$ cat src/rtl/afs_pkg.sv
package afs_pkg;
    // Control word bit positions (software decodes these).
    localparam int CTL_RST    = 0;
    localparam int CTL_OVF    = 1;
    localparam int CTL_UNF    = 2;
    localparam int CTL_EN     = 3;
    localparam int CTL_CH_LSB = 4;
    localparam int CTL_CH_W   = 4;
    localparam int CTL_FLUSH  = 9;
    localparam int CTL_EMPTY  = 10;
    localparam int CTL_FULL   = 11;
    localparam int CTL_LATE   = 15;

    // Threshold word layout.
    localparam int TH_W   = 6;
    localparam int TH_DLO = 0;
    localparam int TH_DHI = 8;
    localparam int TH_PLO = 16;
    localparam int TH_PHI = 24;
    localparam logic [31:0] TH_RESET = 32'h1010_1010;
    localparam logic [31:0] TH_MASK  = 32'h3F3F_3F3F;

    typedef enum logic {WM_QUIET, WM_CALL} wm_state_e;
    typedef enum logic {RUN_OFF, RUN_ON} run_state_e;
endpackage

$ cat src/rtl/afs_store.sv
module afs_store #(
    parameter int DW    = 32,
    parameter int DEPTH = 32,
    localparam int AW   = $clog2(DEPTH),
    localparam int LW   = AW + 1
) (
    input  logic          clk,
    input  logic          rst_n,
    input  logic          clear,
    input  logic          push,
    input  logic [DW-1:0] wdata,
    input  logic          pop,
    output logic [DW-1:0] head,
    output logic [LW-1:0] level
);
    logic [DW-1:0] mem [DEPTH];
    logic [AW-1:0] wr_ptr, rd_ptr;

    function automatic logic [AW-1:0] bump(input logic [AW-1:0] p);
        return (p == AW'(DEPTH - 1)) ? '0 : p + 1'b1;
    endfunction

    always_ff @(posedge clk) begin
        if (push && !clear) mem[wr_ptr] <= wdata;
    end

    always_ff @(posedge clk or negedge rst_n) begin
        if (!rst_n) begin
            wr_ptr <= '0;
            rd_ptr <= '0;
            level  <= '0;
        end else if (clear) begin
            wr_ptr <= '0;
            rd_ptr <= '0;
            level  <= '0;
        end else begin
            if (push) wr_ptr <= bump(wr_ptr);
            if (pop)  rd_ptr <= bump(rd_ptr);
            level <= level + LW'(push) - LW'(pop);
        end
    end

    assign head = mem[rd_ptr];


    level_cap_chk: assert property (@(posedge clk) disable iff (!rst_n)
        level <= LW'(DEPTH));

    level_step_chk: assert property (@(posedge clk) disable iff (!rst_n)
        (push && !pop && !clear) |=> level == $past(level) + 1'b1);

    clear_empty_chk: assert property (@(posedge clk) disable iff (!rst_n)
        clear |=> level == '0);
endmodule

$ cat src/rtl/afs_wmark.sv
module afs_wmark
    import afs_pkg::*;
#(
    parameter int LW = 6,
    localparam int CW = (LW > TH_W) ? LW : TH_W
) (
    input  logic            clk,
    input  logic            rst_n,
    input  logic [LW-1:0]   level,
    input  logic [TH_W-1:0] lo,
    input  logic [TH_W-1:0] hi,
    output logic            req
);
    wm_state_e state, nxt;
    logic [CW-1:0] lvl_c, lo_c, hi_c;

    assign lvl_c = CW'(level);
    assign lo_c  = CW'(lo);
    assign hi_c  = CW'(hi);

    always_ff @(posedge clk or negedge rst_n) begin
        if (!rst_n) state <= WM_QUIET;
        else        state <= nxt;
    end

    always_comb begin
        nxt = state;
        unique case (state)
            WM_QUIET: if (lvl_c <= lo_c) nxt = WM_CALL;
            WM_CALL:  if (lvl_c >= hi_c) nxt = WM_QUIET;
        endcase
    end

    always_comb req = (state == WM_CALL);


    req_rise_chk: assert property (@(posedge clk) disable iff (!rst_n)
        $rose(req) |-> CW'($past(level)) <= CW'($past(lo)));

    req_fall_chk: assert property (@(posedge clk) disable iff (!rst_n)
        $fell(req) |-> CW'($past(level)) >= CW'($past(hi)));
endmodule

$ cat src/rtl/audio_sample_fifo.sv
module audio_sample_fifo
    import afs_pkg::*;
#(
    parameter int DW    = 32,
    parameter int DEPTH = 32,
    parameter int RAW   = 2,
    localparam int LW   = $clog2(DEPTH) + 1
) (
    input  logic           clk,
    input  logic           rst_n,
    input  logic           reg_we,
    input  logic [RAW-1:0] reg_addr,
    input  logic [31:0]    reg_wdata,
    output logic [31:0]    reg_rdata,
    input  logic           dma_we,
    input  logic [DW-1:0]  dma_wdata,
    output logic           dma_req,
    output logic           panic_req,
    input  logic           smp_tick,
    output logic           smp_valid,
    output logic [DW-1:0]  smp_data,
    output logic [3:0]     chan_cnt
);
    localparam logic [RAW-1:0] A_CTL = RAW'(0);
    localparam logic [RAW-1:0] A_THR = RAW'(1);

    run_state_e run_q, run_d;
    logic [31:0] thr_q;
    logic [CTL_CH_W-1:0] ch_q;
    logic ovf_q, unf_q, late_q;
    logic [LW-1:0] level;
    logic [DW-1:0] head;
    logic [1:0] req_v;

    logic ctl_wr, thr_wr, rst_cmd, flush_cmd, clr, plain_wr;
    logic en, full, empty;
    logic push_ok, pop_ok, starve, ovf_hit, idle_tick;

    assign ctl_wr    = reg_we && (reg_addr == A_CTL);
    assign thr_wr    = reg_we && (reg_addr == A_THR);
    assign rst_cmd   = ctl_wr && reg_wdata[CTL_RST];
    assign flush_cmd = ctl_wr && reg_wdata[CTL_FLUSH] && !reg_wdata[CTL_RST];
    assign clr       = rst_cmd || flush_cmd;
    assign plain_wr  = ctl_wr && !reg_wdata[CTL_RST] && !reg_wdata[CTL_FLUSH];

    assign en        = (run_q == RUN_ON);
    assign full      = (level == LW'(DEPTH));
    assign empty     = (level == '0);
    assign push_ok   = dma_we && !full && !clr;
    assign ovf_hit   = dma_we && full && !clr;
    assign pop_ok    = smp_tick && en && !clr && !empty;
    assign starve    = smp_tick && en && !clr && empty;
    assign idle_tick = smp_tick && !en && !clr;

    // Run state machine: state register
    always_ff @(posedge clk or negedge rst_n) begin
        if (!rst_n) run_q <= RUN_OFF;
        else        run_q <= run_d;
    end

    // Run state machine: transitions
    always_comb begin
        run_d = run_q;
        unique case (run_q)
            RUN_OFF: if (plain_wr && reg_wdata[CTL_EN]) run_d = RUN_ON;
            RUN_ON:  if (rst_cmd || (plain_wr && !reg_wdata[CTL_EN])) run_d = RUN_OFF;
        endcase
    end

    // Control fields and sticky flags
    always_ff @(posedge clk or negedge rst_n) begin
        if (!rst_n) begin
            ch_q   <= '0;
            ovf_q  <= 1'b0;
            unf_q  <= 1'b0;
            late_q <= 1'b0;
            thr_q  <= TH_RESET;
        end else begin
            if (thr_wr) thr_q <= reg_wdata & TH_MASK;
            if (rst_cmd) begin
                ch_q   <= '0;
                ovf_q  <= 1'b0;
                unf_q  <= 1'b0;
                late_q <= 1'b0;
            end else begin
                if (plain_wr) ch_q <= reg_wdata[CTL_CH_LSB +: CTL_CH_W];
                ovf_q  <= (ovf_q  && !(ctl_wr && reg_wdata[CTL_OVF]))  || ovf_hit;
                unf_q  <= (unf_q  && !(ctl_wr && reg_wdata[CTL_UNF]))  || starve;
                late_q <= (late_q && !(ctl_wr && reg_wdata[CTL_LATE])) || starve;
            end
        end
    end

    // Sample output register
    always_ff @(posedge clk or negedge rst_n) begin
        if (!rst_n) begin
            smp_valid <= 1'b0;
            smp_data  <= '0;
        end else begin
            smp_valid <= pop_ok;
            if (pop_ok) smp_data <= head;
        end
    end

    afs_store #(.DW(DW), .DEPTH(DEPTH)) u_store (
        .clk   (clk),
        .rst_n (rst_n),
        .clear (clr),
        .push  (push_ok),
        .wdata (dma_wdata),
        .pop   (pop_ok),
        .head  (head),
        .level (level)
    );

    // Watermark pair 0 drives the DMA request, pair 1 the panic request.
    for (genvar g = 0; g < 2; g++) begin : g_wm
        localparam int LO_POS = (g == 0) ? TH_DLO : TH_PLO;
        localparam int HI_POS = (g == 0) ? TH_DHI : TH_PHI;
        afs_wmark #(.LW(LW)) u_wm (
            .clk   (clk),
            .rst_n (rst_n),
            .level (level),
            .lo    (thr_q[LO_POS +: TH_W]),
            .hi    (thr_q[HI_POS +: TH_W]),
            .req   (req_v[g])
        );
    end

    // Outputs
    always_comb begin
        dma_req   = req_v[0];
        panic_req = req_v[1];
        chan_cnt  = ch_q;
        reg_rdata = '0;
        if (reg_addr == A_CTL) begin
            reg_rdata[CTL_OVF]   = ovf_q;
            reg_rdata[CTL_UNF]   = unf_q;
            reg_rdata[CTL_EN]    = en;
            reg_rdata[CTL_CH_LSB +: CTL_CH_W] = ch_q;
            reg_rdata[CTL_EMPTY] = empty;
            reg_rdata[CTL_FULL]  = full;
            reg_rdata[CTL_LATE]  = late_q;
        end else if (reg_addr == A_THR) begin
            reg_rdata = thr_q;
        end
    end


    ovf_set_chk: assert property (@(posedge clk) disable iff (!rst_n)
        ovf_hit |=> ovf_q);

    starve_chk: assert property (@(posedge clk) disable iff (!rst_n)
        starve |=> (unf_q && late_q && !smp_valid));

    idle_tick_chk: assert property (@(posedge clk) disable iff (!rst_n)
        (idle_tick && !dma_we) |=> (!smp_valid && level == $past(level)));

    reset_cmd_chk: assert property (@(posedge clk) disable iff (!rst_n)
        rst_cmd |=> (!en && level == '0 && !ovf_q && !unf_q && !late_q));

    valid_src_chk: assert property (@(posedge clk) disable iff (!rst_n)
        smp_valid |-> $past(level) != '0);
endmodule

$ cat config.mk
export PLATFORM = sky130hd
export DESIGN_NAME = audio_sample_fifo
export DESIGN_NICKNAME = d
export VERILOG_FILES = /design/src/rtl/afs_pkg.sv /design/src/rtl/afs_store.sv /design/src/rtl/afs_wmark.sv /design/src/rtl/audio_sample_fifo.sv
export SDC_FILE = /design/constraint.sdc
export NUM_CORES = 1
export LEC_CHECK = 0
export BUFFER_PORTS_ARGS = -buffer_cell sky130_fd_sc_hd__buf_2
export CAP_MARGIN = 20
export CORE_UTILIZATION = 54
export DETAILED_ROUTE_END_ITERATION = 8
export GPL_ROUTABILITY_DRIVEN = 0
export PLACE_DENSITY = 0.82
export SETUP_SLACK_MARGIN = 0.1
export SYNTH_ARGS = -nofsm -noshare
export SYNTH_HDL_FRONTEND = slang
export SYNTH_SLANG_ARGS = --single-unit
$ cat constraint.sdc
create_clock -name clk -period 7.9 [get_ports clk]
set_input_delay 0.395 -clock clk [delete_from_list [all_inputs] [get_ports clk]]
set_output_delay 0.395 -clock clk [all_outputs]
set_load 0.01 [all_outputs]
==> results by group, run 1 <==
Run status
  – Status: completed

Critical path
  – Buffers & Inverters on Critical Path: 2
  – Startpoint types: flop
  – WS Path Type: reg -> reg
  – Slowest-stage cell, CP: nor2_4
  – Highest net fanout along the worst path: 19
  – Critical path endpoint category: flop
  – CP delay by family, top: simple AND/OR/NAND/NOR gates
  – Reg2Reg Setup Slack: approximately 3.7 ns
  – Critical-path cell list: inv_1, ha_1, and4_1, nand2b_1, nor2_1, nand2_1, nor2_4, buf_4
  – Max incr delay on CP: roughly 0.96 ns
  – Critical Path AT: about 4.6 ns
  – Worst EP required: approximately 8.2 ns

Die
  – Initial Util: 0.546
  – Core ar.: 79000 um^2
  – # IOs: roughly 140
  – Std-Cell Rows: roughly 100
  – Die Span Y: about 280 um
  – Die ar.: roughly 81000 um^2
  – Die W: around 280 um

Routing
  – Initial drt markers: 2949
  – # DRC: 0
  – Total wire length: about 110 mm
  – Antenna-violating nets left: 0
  – Vias per std cell: between 6 and 7
  – DRT Pass-1 Iters: 7
  – Wire per inst: 30.9 um
  – Vias: about 23k

Timing
  – Relative slew slack: 0.270
  – Worst hold margin: ~0.036 ns
  – RSZ-0062 raised after global routing: no
  – Fin crit period: around 4.2 ns
  – Skew final: between 0.04 and 0.05 ns
  – Highest Clock Rate: 0.236 GHz
  – Period utilization: 0.537
  – Tightest Pin Transition: between 1 and 1.5 ns
  – Setup_tns: 0 ns
  – Setup Viol. Count Final: 0
  – Endpoints failing hold: 0
  – Max-slew violations: 0

Synthesis
  – Seq cells post-synth: between 1k and 1.5k
  – Most frequent cell after synthesis: edfxtp_1
  – Syn Inst Count: between 2k and 2.5k
  – Post-synth EDFFs: about 1.0k
  – Post-synthesis area per instance: around 20 um^2
  – Synth area leaders: edfxtp_1, mux4_2, dfrtp_1
  – Post-synth top cells: edfxtp_1, mux4_2, a21oi_1
  – Syn. warnings: 0
  – Yosys cell types: 49
  – Sequential fraction of the synthesis area: 0.761
  – Ys async rst share: 0.0750
  – Synth Flop Type: edfxtp_1
  – Mapped Area: around 43000 um^2
  – Synth area leader: edfxtp_1
  – Post-synth top area share: 0.712

Global routing
  – Global Route Usage Sum: 0.262
  – Vias in the first global route: 23.2k
  – Largest net degree at the start of global routing: 124
  – First-pass GRT wire length: 153 mm
  – Antenna violations before repair: 7
  – Total congestion overflow: 0

Placement
  – Port Buffers: between 100 and 150
  – Post-DP HPWL: between 50 and 60 mm

Clock network
  – Post_cts resized: 0
  – CTS Sinks: roughly 1.1k
  – CTS tree: built
  – Max H-tree Level: 3
  – Worst-Skew Late Latency: about 0.68 ns
  – Max Buffers Root-to-Sink: 3
  – Clock slew at reported path FFs: 0.06 ns
  – Num CTS Buffers: about 100
  – CTS root buf: clkbuf_16

Worst hold path
  – Hold WC Path Type: in -> reg

Layout
  – Fraction of layout cells with a size suffix above 1: 0.280
  – P&R area growth vs syn: 12.5%
  – Fin nets: roughly 2.4k
  – Filler Cell Count: between 5k and 6k
  – Multi-input logic area: slightly below 10000 um^2
  – Register area: 32800 um^2
  – Finished Core Util: 0.614

Pwr
  – Comb pwr share: 0.250
  – Worst vdd ir: approximately 0.00027 V
  – Total Power: 15700 uW
  – Clock network power share: 0.298
  – Switching Power: between 4000 and 5000 uW
  – Total internal power: between 10000 and 15000 uW
  – LEAKAGE: 0.0158 uW
  – Sequential Power Share: 0.452
  – Power per cell area: 324 nW/um^2
  – Sw Ratio: 0.299

Run
  – Max cap viols: 0
[cell families after synthesis]
group,synth area share
other cells,0.0000869
mux,0.149
simple gates,0.0208
xor+xnor,0.000812
compound gates,0.0381
fa+ha+maj,0.0121
buf+inv,0.0188
flops,0.761
[layout by cell type, fill, tap and decap left out, types with 17 or more instances in the layout]
master,synthesis,layout
nor2_4,0,33
o21ai_1,32,32
dfrtp_1,79,74
ha_1,40,40
buf_4,12,46
nand2_1,56,56
inv_1,34,34
buf_2,16,130
mux2_2,23,23
o21ai_0,17,17
clkbuf_1,67,21
edfxtp_1,1024,1024
clkinv_1,0,18
clkinv_2,0,28
nor2_1,68,35
a22oi_1,67,67
clkbuf_16,0,104
a21oi_1,120,120
o22ai_1,35,35
mux4_2,256,256
and2_1,23,22
dlygate4sd3_1,0,21
mux2i_1,39,39
[power by group through the flow]
stage,Clock [uW],Combinational (uW),Sequential [uW]
floorplan,0,2820,7060
global placement,0,3710,7180
detailed placement,0,3840,7210
CTS,4730,3930,7100
global route,4940,4200,7140
finish,4690,3920,7110
[per-stage QoR]
step	worst slack [ns]	cell area, um^2	instances
after floorplan	4.50	43200	2098
after global placement	4.00	45100	3205
after detailed placement	3.79	45100	3206
after CTS	3.77	48500	3418
after global routing	3.49	48500	3420
final	3.66	48500	3422
[routing by layer]
layer | part of all wire | global-route usage | up-vias
met1 | 0.36 | 0.347 | 11700
met2 | 0.49 | 0.427 | 1641
li1 | - | - | 8967
met3 | 0.10 | 0.0498 | 261
met4 | 0.045 | 0.118 | 8
met5 | 0.00049 | 0 | -
[flip-flops by register name, indices dropped and copies added, names as in the netlist, 2 cells and up]
register        flops
u_store.rd_ptr      5
g_wm.u_wm.req       2
u_store.mem      1024
u_store.level       6
chan_cnt            4
thr_q              24
u_store.wr_ptr      5
smp_data           32
[final timing paths]
path | startpoint | to | depth (start not counted)
setup / recovery | u_store.level[2] | u_store.mem[14][7] | 8
hold / removal | reg_wdata[3] | thr_q[3] | 2
setup reg to reg | u_store.level[2] | u_store.mem[14][7] | 8
hold reg to reg | smp_data[4] | smp_data[4] | 2
max in group asynchronous | rst_n | u_store.rd_ptr[2] | 3
min in group asynchronous | rst_n | thr_q[26] | 2
[area by class of cell]
| cell class | instances | share of cell area |
|---|---|---|
| diodes | 4 | 0.000206 |
| clock buffers | 125 | 0.0552 |
| clock inverters | 66 | 0.0103 |
| inverters | 34 | 0.00263 |
| multi-input cells | 836 | 0.202 |
| flip-flops and latches | 1107 | 0.677 |
| well taps | 1050 | 0.0271 |
| repair buffers | 200 | 0.0261 |
[repair_timing]
action / in CTS / in global routing
endpoints found under the setup margin: 0 / 0
setup buffers: 0 / 0
endpoints found under the hold margin: 31 / 0
hold buffers: 21 / 0
Power figures use the tool's default switching activity.
==> run 2: changes to the inputs <==
- clock period: 7.9 -> 4.3 ns (I/O delays scaled with it)
==> run 2 against run 1 <==
  * Core utilization up 1.1 points
  * Clock power up 100%
  * Clock skew down 0.012 ns
  * First-iteration DRC count down 3.9%
  * Non-clock buffer count up 28
  * Cell count up 0.96%
  * Maximum frequency up 7.4%
  * Register-to-register slack worse by 3.3 ns
  * Power up 91%
  * Sequential cell count unchanged
  * Critical path depth unchanged
  * Critical endpoint is now u_store.mem[27][12]
  * Largest cell class unchanged
  * Largest power group unchanged
==> results by group, run 2 (synthesis gave the netlist of run 1 again) <==
Timing
  – Setup Viol. Count Final: 0
  – Setup_tns: 0 ns
  – Endpoints failing hold: 0
  – Tightest Pin Transition: roughly 1.1 ns
  – Max-slew violations: 0
  – Skew final: around 0.030 ns
  – Period utilization: 0.918
  – Fin crit period: roughly 4 ns
  – Highest Clock Rate: about 0.25 GHz
  – RSZ-0062 raised after global routing: no
  – Relative slew slack: 0.248
  – Fin worst setup slack: approximately 0.35 ns

Clock network
  – Max H-tree Level: 3
  – CTS root buf: clkbuf_16
  – Clock slew at reported path FFs: approximately 0.060 ns
  – Worst-Skew Late Latency: around 0.68 ns
  – Num CTS Buffers: 105
  – CTS tree: built
  – Postcts setup bufs: 0
  – Max Buffers Root-to-Sink: 3
  – CTS Sinks: around 1.1k
  – Hold Buf Count CTS: 29
  – Post_cts resized: 0

Routing
  – DRT Pass-1 Iters: 7
  – Antenna-violating nets left: 0
  – # DRC: 0
  – Initial drt markers: approximately 2.8k
  – Vias: 22.5k
  – Total wire length: approximately 110 mm
  – Vias per std cell: 6.50
  – Wire per inst: just over 30 um

Placement
  – Pre-CTS setup slack: 0.570 ns
  – Port Buffers: 131
  – Post-DP HPWL: a little under 60 mm
  – Placed cell areas: around 46000 um^2

Layout
  – Design area: between 40000 and 50000 um^2
  – Largest register by flop count: u_store.mem
  – P&R area growth vs syn: 14.5%
  – Commonest cells after routing, fill and taps aside: edfxtp_1, mux4_2, buf_2, a21oi_1, clkbuf_16
  – Fraction of layout cells with a size suffix above 1: 0.285
  – Fin nets: around 2.4k
  – Most common cell after layout, fill and taps aside: edfxtp_1
  – Filler Cell Count: between 5k and 6k
  – Biggest regs: u_store.mem x1024, smp_data x32, thr_q x24
  – Finished Core Util: 0.625
  – Max reg flops: ~1.0k

Critical path
  – Highest net fanout along the worst path: 20
  – CP delay by family, top: simple AND/OR/NAND/NOR gates
  – Startpoint types: flop
  – Critical-path cell list: inv_1, ha_1, and4_1, nand2b_1, nor2_1, nand2_1, nor2_4, buf_12
  – Critical path endpoint category: flop
  – Buffers & Inverters on Critical Path: 2
  – Slowest-stage cell, CP: nor2_4
  – WS Path Type: reg -> reg
  – Max incr delay on CP: around 0.76 ns
  – Critical Path AT: 4.31 ns
  – Worst EP required: ~4.7 ns

Global routing
  – Global Route met2 Usage: 0.432
  – Total congestion overflow: 0
  – Busiest grt layer: met2
  – Largest net degree at the start of global routing: just over 70
  – Grt met1 use: 0.354
  – First-pass GRT wire length: roughly 150 mm
  – Antenna violations before repair: 3
  – Met3 Resource Use GR: 0.0508
  – Global Route Usage Sum: 0.263
  – Vias in the first global route: ~23k

Die
  – # IOs: 142
  – Die ar.: between 80000 and 90000 um^2
  – Core ar.: between 70000 and 80000 um^2
  – Std-Cell Rows: between 100 and 150
  – Initial Util: 0.546
  – Die W: around 280 um
  – Die Span Y: 285 um

Pwr
  – Total internal power: between 20000 and 25000 uW
  – Power per cell area: roughly 610 nW/um^2
  – Comb pwr share: 0.252
  – Sequential Power Share: 0.435
  – Switching Power: 8870 uW
  – Clock network power share: 0.313
  – Sw Ratio: 0.296
  – Worst vdd ir: between 0.0004 and 0.0005 V
  – LEAKAGE: ~0.016 uW

Run status
  – Status: completed

Worst hold path
  – Hold WC Path Type: in -> reg

Run
  – Max cap viols: 0
==> run 2: per-stage QoR <==
step / cells / power [uW] / hold slack, ns
2_1_floorplan: 2098 / 18200 / -0.0806
3_3_place_gp: 3226 / 20300 / 0.243
3_5_place_dp: 3226 / 20700 / 0.257
4_1_cts: 3452 / 30100 / 0.0198
5_1_grt: 3455 / 31000 / 0.0343
6_report: 3455 / 30000 / 0.0446
==> run 2: final timing paths <==
kind                             startpoint                  end  slack (ns)  cells past startpoint
max in group asynchronous             rst_n    u_store.rd_ptr[2]        3.08                      3
setup / recovery           u_store.level[3]  u_store.mem[27][12]        0.35                      8
min in group asynchronous             rst_n            thr_q[21]        0.14                      2
hold / removal                 reg_wdata[7]          chan_cnt[3]        0.04                      4
hold reg to reg                 smp_data[2]          smp_data[2]        0.49                      2
setup reg to reg           u_store.level[3]  u_store.mem[27][12]        0.35                      8
==> run 2: power groups by stage <==
stage               Clock, uW  Combinational (uW)  Sequential, uW
CTS                      9450                7560           13000
global route             9840                8040           13100
floorplan                   0                5180           13000
finish                   9370                7560           13100
detailed placement          0                7410           13200
global placement            0                7140           13200
==> run 2: worst min-delay path, cell delays in order <==
cell and delay, ns:
buf_2 0.09, nor3b_1 0.12, a21oi_1 0.11, o21ai_0 0.10
==> run 2: final cells by class <==
cell class	count	area, um^2	area share
diodes	3	7.51	0.000152
multi-input cells	836	9800	0.198
flip-flops and latches	1107	32800	0.665
clock inverters	56	622	0.0126
well taps	1050	1310	0.0266
repair buffers	228	1810	0.0366
clock buffers	141	2880	0.0582
inverters	34	128	0.00258
==> run 2: per-layer routing <==
layer	share of wire	vias up
li1	-	9034
met1	0.37	11600
met2	0.50	1563
met3	0.10	219
met4	0.035	0
met5	0	-
